===== src/rtl/stack_bypass_mem.sv =====
module stack_bypass_mem #(
  parameter int DW       = 16,
  parameter int DEPTH    = 16,
  parameter bit MEM_SYNC = 1'b1
) (
  input  logic                         clk,
  input  logic                         rst_n,
  input  logic                         push_i,
  input  logic                         pop_i,
  input  logic [DW-1:0]                push_data_i,
  output logic [DW-1:0]                tos_o,
  output logic [$clog2(DEPTH):0]       depth_o,
  output logic                         empty_o,
  output logic                         full_o
);
  localparam int AW = $clog2(DEPTH);
  localparam int PW = AW + 1;
  localparam logic [PW-1:0] SP_TOP = PW'(DEPTH);

  logic [DW-1:0] mem [DEPTH];
  logic [PW-1:0] sp, sp_nx;
  logic          pop_ok, push_ok;
  logic          wreg_vld;
  logic [AW-1:0] wreg_addr;
  logic [DW-1:0] wreg_data;
  logic [DW-1:0] arr_rd;

  assign empty_o = (sp == SP_TOP);
  assign full_o  = (sp == '0);
  assign depth_o = SP_TOP - sp;

  assign pop_ok  = pop_i & ~empty_o;
  assign push_ok = push_i & (~full_o | pop_ok);

  always_comb begin
    sp_nx = sp;
    if (push_ok && !pop_ok)      sp_nx = sp - 1'b1;
    else if (pop_ok && !push_ok) sp_nx = sp + 1'b1;
  end

  always_ff @(posedge clk or negedge rst_n) begin
    if (!rst_n) begin
      sp        <= SP_TOP;
      wreg_vld  <= 1'b0;
      wreg_addr <= '0;
      wreg_data <= '0;
    end else begin
      sp       <= sp_nx;
      wreg_vld <= push_ok;
      if (push_ok) begin
        wreg_addr <= sp_nx[AW-1:0];
        wreg_data <= push_data_i;
      end
    end
  end

  always_ff @(posedge clk) begin
    if (wreg_vld) mem[wreg_addr] <= wreg_data;
  end

  generate
    if (MEM_SYNC) begin : g_pdp
      logic [DW-1:0] rd_q, byp_data;
      logic          byp_hit;
      always_ff @(posedge clk) begin
        rd_q <= mem[sp_nx[AW-1:0]];
      end
      always_ff @(posedge clk or negedge rst_n) begin
        if (!rst_n) begin
          byp_hit  <= 1'b0;
          byp_data <= '0;
        end else begin
          byp_hit  <= wreg_vld && (wreg_addr == sp_nx[AW-1:0]);
          byp_data <= wreg_data;
        end
      end
      assign arr_rd = byp_hit ? byp_data : rd_q;
    end else begin : g_regs
      assign arr_rd = mem[sp[AW-1:0]];
    end
  endgenerate

  assign tos_o = empty_o  ? '0 :
                 wreg_vld ? wreg_data : arr_rd;
endmodule


===== config.mk =====
export PLATFORM = sky130hd
export DESIGN_NAME = stack_bypass_mem
export DESIGN_NICKNAME = d
export VERILOG_FILES = /design/src/rtl/stack_bypass_mem.sv
export SDC_FILE = /design/constraint.sdc
export NUM_CORES = 1
export LEC_CHECK = 0
export ABC_AREA = 1
export BUFFER_PORTS_ARGS = -buffer_cell sky130_fd_sc_hd__buf_2
export CAP_MARGIN = 20
export CORE_ASPECT_RATIO = 1.75
export CORE_MARGIN = 2
export CORE_UTILIZATION = 50
export DETAILED_ROUTE_END_ITERATION = 12
export GPL_ROUTABILITY_DRIVEN = 0
export GPL_TIMING_DRIVEN = 0
export MAX_ROUTING_LAYER = met4
export PLACE_DENSITY_LB_ADDON = 0.12
export SYNTH_ARGS = -nofsm -noshare
export SYNTH_HDL_FRONTEND = slang
export SYNTH_SLANG_ARGS = --single-unit

===== constraint.sdc =====
create_clock -name clk -period 5.83 [get_ports clk]
set_input_delay 0.2915 -clock clk [delete_from_list [all_inputs] [get_ports clk]]
set_output_delay 0.2915 -clock clk [all_outputs]
set_load 0.1 [all_outputs]

Yosys cells after proc, flatten, opt, wreduce, memory -nomap -nowiden
Memory sizes are Yosys's and may differ from the RTL's. A register that Yosys moved wholly into a read port is not among the register bits.
Index checks and enable logic that the tools add are counted.

operators by class
  add/sub/neg operators = 3
  $mul = 0
  div/mod/pow operators = 0
  $lt $le $gt $ge = 0
  equal/unequal tests = 2
  shifts and indexed selects = 0
  mux-type cells = 7
  bitwise logic cells = 5
  reductions and logical operators = 7

operators with widths
  cell                                                                count
  16-bit two-way mux                                                  3
  5-bit two-way mux                                                   2
  5-bit by 1-bit adder with 5-bit output, second input constant       1
  5-bit equality test, second input constant                          1
  5-bit logical NOT                                                   1
  5-bit by 1-bit subtractor with 5-bit output, second input constant  1
  5-bit subtractor, first input constant                              1
  4-bit equality test                                                 1
  1-bit logical AND                                                   3
  1-bit bitwise AND                                                   2
  1-bit logical NOT                                                   2
  1-bit two-way mux                                                   2
  1-bit NOT                                                           2
  2-bit nonzero test                                                  1
  1-bit bitwise OR                                                    1

word-level totals
  register bits after elaboration = 43
  latch bits = 0
  RAM bits = 256
  ROM bits = 0
  input port bits = 20
  output and inout port bits = 23
  memories = 1

memory list
  memory  words  bits a word  read ports  clocked after Yosys merged registers in  wr ports  line  RTL
  mem     16     16           1           1                                        1         20    logic [DW-1:0] mem [DEPTH];

Longest topological paths before layout
  depth in word-level cells = 11
  gate-level depth with buffers = 23
  gate-level depth less buffers = 20

Worst setup path after synthesis
No wires, ideal clock.

  path type = flip-flop to flip-flop
  from = register sp[0]
  to = register g_pdp.rd_q[10], read port of mem
  setup time = 0.113 ns
  data arrival time = 3.910 ns
  setup slack = 1.807 ns
  cell stages (with the launch flop) = 23
  period minus slack after synthesis = 4.023 ns
  cells stage by stage = dfrtp_1 > inv_2 > ha_1 > nand2_1 > nor2_1 > ha_1 > buf_2 > nor2_1 > inv_1 > nand2_1 > nand2_2 > clkinv_1 > buf_2 > ha_1 > inv_2 > nand3_2 > nand2_2 > clkbuf_1 > nand2_1 > nand3_1 > nand3_1 > nand3_1 > nand2_1

on the way
  word-level cells in the longest chain between the ends = 9

RTL lines
  element                   line  RTL
  start: declaration        21    logic [PW-1:0] sp, sp_nx;
  start signal: assignment  48    sp <= sp_nx;
  5-bit equality test (*)   28    assign empty_o = (sp == SP_TOP);
  named net empty_o         13    output logic empty_o,
  1-bit NOT (*)             32    assign pop_ok = pop_i & ~empty_o;
  1-bit bitwise AND (*)     32
  1-bit bitwise OR (*)      33    assign push_ok = push_i & (~full_o | pop_ok);
  1-bit bitwise AND (*)     33
  named net push_ok         22    logic pop_ok, push_ok;
  1-bit logical NOT         38    else if (pop_ok && !push_ok) sp_nx = sp + 1'b1;
  1-bit logical AND         38
  5-bit two-way mux         38
  5-bit two-way mux (*)     37    if (push_ok && !pop_ok) sp_nx = sp - 1'b1;
  end: declaration          63    logic [DW-1:0] rd_q, byp_data;

Mark *: on every way through the listed nets, which the timed path passes. The rest lies on a longest branch. The select of a mux whose other input is x is not followed.
A chain may end at the register's enable or synchronous reset.

Worst setup path in the final report
  from = register sp[0]
  to = register g_pdp.rd_q[7], read port of mem

on the way
  word-level cells in the longest chain between the ends = 9

RTL lines
  element                line
  5-bit equality test    28
  1-bit NOT              32
  1-bit bitwise AND      32
  1-bit bitwise OR (*)   33
  1-bit bitwise AND (*)  33
  named net push_ok      22
  1-bit logical NOT      38
  1-bit logical AND      38
  5-bit two-way mux      38
  5-bit two-way mux (*)  37

Marked as above.

==> results.py <==
metrics = {
    "grt": {
        "grt_pass1_wl_um": 58500,
        "grt_pass1_vias": 9567,
        "antenna_found_initial": 0,
        "met1_usage_pct": 32.2,
        "busiest_layer": "met2",
        "overflow": 0,
        "grt_usage_pct": 29.0,
        "grt_max_degree": 44,
        "grt_util_met2_pct": 49.2,
        "use_met3_pct": 3.49,
    },
    "yosys": {
        "synth_fa_ha_area_share_pct": 0.633,
        "yosysSeqAreaShare_pct": 65.6,
        "ys_seq_elements": 315,
        "synth_cell_types": 26,
        "synth_warnings": 0,
        "synth_nets": 1359,
        "synth_top_family_by_area": "simple AND/OR/NAND/NOR gates",
        "synthCells": 1332,
        "avgSynthCellArea_um2": 10.4,
        "syn_area_mm2": 0.0138,
        "muxShareOfSynthArea_pct": 1.30,
        "yosys.area_share.simple_pct": 19.9,
        "synth_compound_area_share_pct": 2.13,
        "synth_xor_area_share_pct": 0.127,
    },
    "floorplan": {
        "die_w_um": 130,
        "row_count": 80,
        "fp.dieArea_mm2": 0.0291,
        "ios": 43,
        "coreArea_mm2": 0.0272,
        "floorplan.initialDensity_pct": 50.8,
        "die_h_um": 224,
    },
    "timing": {
        "fin_crit_sh_pct": 80.6,
        "max-slew-margin-rel_pct": 26.2,
        "hold_violations": 0,
        "fin_crit_ns": 4.70,
        "setup_violations": 0,
        "rsz0062_at_grt": "false",
        "whs_ns": 0.0948,
        "drv_slew": 0,
        "fin_worst_skew_ns": 0.0102,
        "fmaxAchievable_mhz": 213,
        "fin_setup_tns_ns": 0,
        "tightest_slew_ns": 1.11,
    },
    "cells_and_area": {
        "area_delta_synth_final_pct": 15.5,
        "diodes": 0,
        "num-fill-cells": 2314,
        "drive_above_1_share_pct": 13.2,
        "layout.nets": 1464,
    },
    "placed_design": {
        "hpwl_um": 27600,
        "port_buffers": 42,
    },
    "outcome": {
        "run_status": "finished clean",
    },
    "power": {
        "cellPowerDensity_mw_per_mm2": 511,
        "ir_drop_mv": 0.296,
        "p_leak_nw": 6.95,
    },
    "detailed_routing": {
        "drt_wl_total_um": 40200,
        "drc": 0,
        "drt_iter0_markers": 944,
        "wl_per_cell_um": 22.0,
        "drtAntennaViolNets": 0,
        "vias": 9884,
        "drt-vias-per-instance": 5.41,
        "firstDrtPassIters": 6,
    },
    "flow_run": {
        "drv_cap": 0,
    },
    "clock_tree": {
        "cts_setup_buffers": 0,
        "cts_tree": "built",
        "clk_pin_slew_ns": 0.07,
        "cts_htree_levels": 1,
        "insertion_delay_ns": 0.57,
        "cts_buffer_depth": 3,
        "numClockSinks": 315,
        "cts_root_buffer": "clkbuf_16",
        "numCtsBuffers": 28,
    },
    "setup_path": {
        "cp.arrival_ns": 5.15,
        "r2r_slack_ns": 1.13,
        "crit_start": "sp[0]",
        "cp_max_fo": 11,
        "startpoint_type": "register",
        "end_kind": "register",
        "r2r_start": "sp[0]",
        "criticalPathCategory": "reg -> reg",
        "required_ns": 6.28,
    },
    "worst_hold_path": {
        "hp-class": "in -> async",
    },
}
## power breakdown
group / internal (mW) / switching (mW)
Clock: 1.17 / 0.821
Sequential: 2.78 / 0.208
Combinational: 0.817 / 2.38
## metal layers
metal	up-vias	share of wire, %
met3	122	6.5
met1	4754	35
met5	-	0
met4	0	7.2
li1	4589	-
met2	419	51
## synth_stat cells
library cell,count,area [um2]
a21oi_1,19,95.1
buf_1,5,18.8
buf_2,30,150
buf_4,11,82.6
buf_6,5,56.3
clkbuf_1,21,78.8
clkinv_1,1,3.75
dfrtp_1,42,1050
dfstp_2,1,26.3
dfxtp_1,16,320
edfxtp_1,256,7690
ha_1,7,87.6
inv_1,268,1010
inv_2,6,22.5
mux2_2,16,180
nand2_1,206,773
nand2_2,4,25.0
nand2_4,2,22.5
nand3_1,316,1580
nand3_2,2,20.0
nand3b_1,32,240
nand4_1,2,12.5
nor2_1,22,82.6
o21ai_0,40,200
xnor2_1,1,8.76
xor2_1,1,8.76
## state kept, by name, summed over array words and instances (netlist names)
name,flops
g_pdp.byp_data,16
g_pdp.byp_hit,1
g_pdp.rd_q,16
mem,256
sp,5
wreg_addr,4
wreg_data,16
wreg_vld,1
## final cells by class
class | count | area [um2] | area share (%)
Buffer | 72 | 387 | 2.42
Clock buffer | 34 | 744 | 4.66
Clock inverter | 17 | 233 | 1.46
Inverter | 275 | 1030 | 6.46
Multi-Input combinational cell | 670 | 3380 | 21.1
Sequential cell | 315 | 9080 | 56.8
Tap cell | 369 | 462 | 2.89
Timing Repair Buffer | 75 | 668 | 4.18
## metrics by stage
step / util (%) / cell area, um2 / total power, mW / cells / setup WS [ns]
3_3_place_gp: 53.3 / 14500 / 6.09 / 1743 / 1.16
2_1_floorplan: - / 13800 / 5.04 / 1332 / 1.81
3_5_place_dp: 54.4 / 14800 / 6.17 / 1758 / 1.14
6_report: 58.7 / 16000 / 8.17 / 1827 / 1.13
4_1_cts: 58.6 / 16000 / 8.15 / 1826 / 1.13
5_1_grt: 58.7 / 16000 / 8.47 / 1827 / 0.883
## layout by cell type, fill, tap and decap left out, drive strengths merged, types with 2 or more instances in the layout
cell type and count:
dlygate4sd3 17, a21oi 19, bufinv 6, nand2 212
inv 274, nor2 22, clkinvlp 2, nand4 2
nand3 318, edfxtp 256, dfrtp 42, mux2 16
ha 7, buf 109, o21ai 40, clkinv 10
dfxtp 16, clkbuf 55, nand3b 32
## repair_timing
| item | CTS | global route |
|---|---|---|
| setup endpoints to repair | 0 | 0 |
| gates resized for setup | 0 | 0 |
| hold endpoints to repair | 58 | 0 |
| hold buffers | 17 | 0 |
## path summary, 6_finish.rpt
| path | end | cells past startpoint |
|---|---|---|
| min | wreg_addr[1] | 2 |
| max in group asynchronous | sp[4] | 3 |
| max reg2reg | g_pdp.rd_q[7] | 22 |
| min reg2reg | wreg_addr[0] | 2 |
| min in group clk | wreg_addr[3] | 4 |
| max | g_pdp.rd_q[7] | 22 |
## worst max-delay path, stage by stage (launching register included)
cell and delay, ns:
dfrtp_1 0.45, inv_2 0.14, ha_1 0.20, nand2_1 0.06
nor2_1 0.13, ha_1 0.19, buf_2 0.20, nor2_1 0.08
inv_1 0.07, nand2_1 0.06, nand2_2 0.16, clkinv_1 0.27
buf_2 0.31, ha_1 0.34, inv_2 0.14, nand3_2 0.23
nand2_2 0.27, clkbuf_1 0.47, nand2_1 0.12, nand3_1 0.09
nand3_1 0.24, nand3_1 0.22, nand2_1 0.08
## cell families after synthesis
logic type / after synthesis
flops: 315
compound gates: 59
fa+ha+maj: 7
buf+inv: 347
simple gates: 586
mux: 16
xor+xnor: 2
No activity file was read; power rests on OpenSTA's default activity.
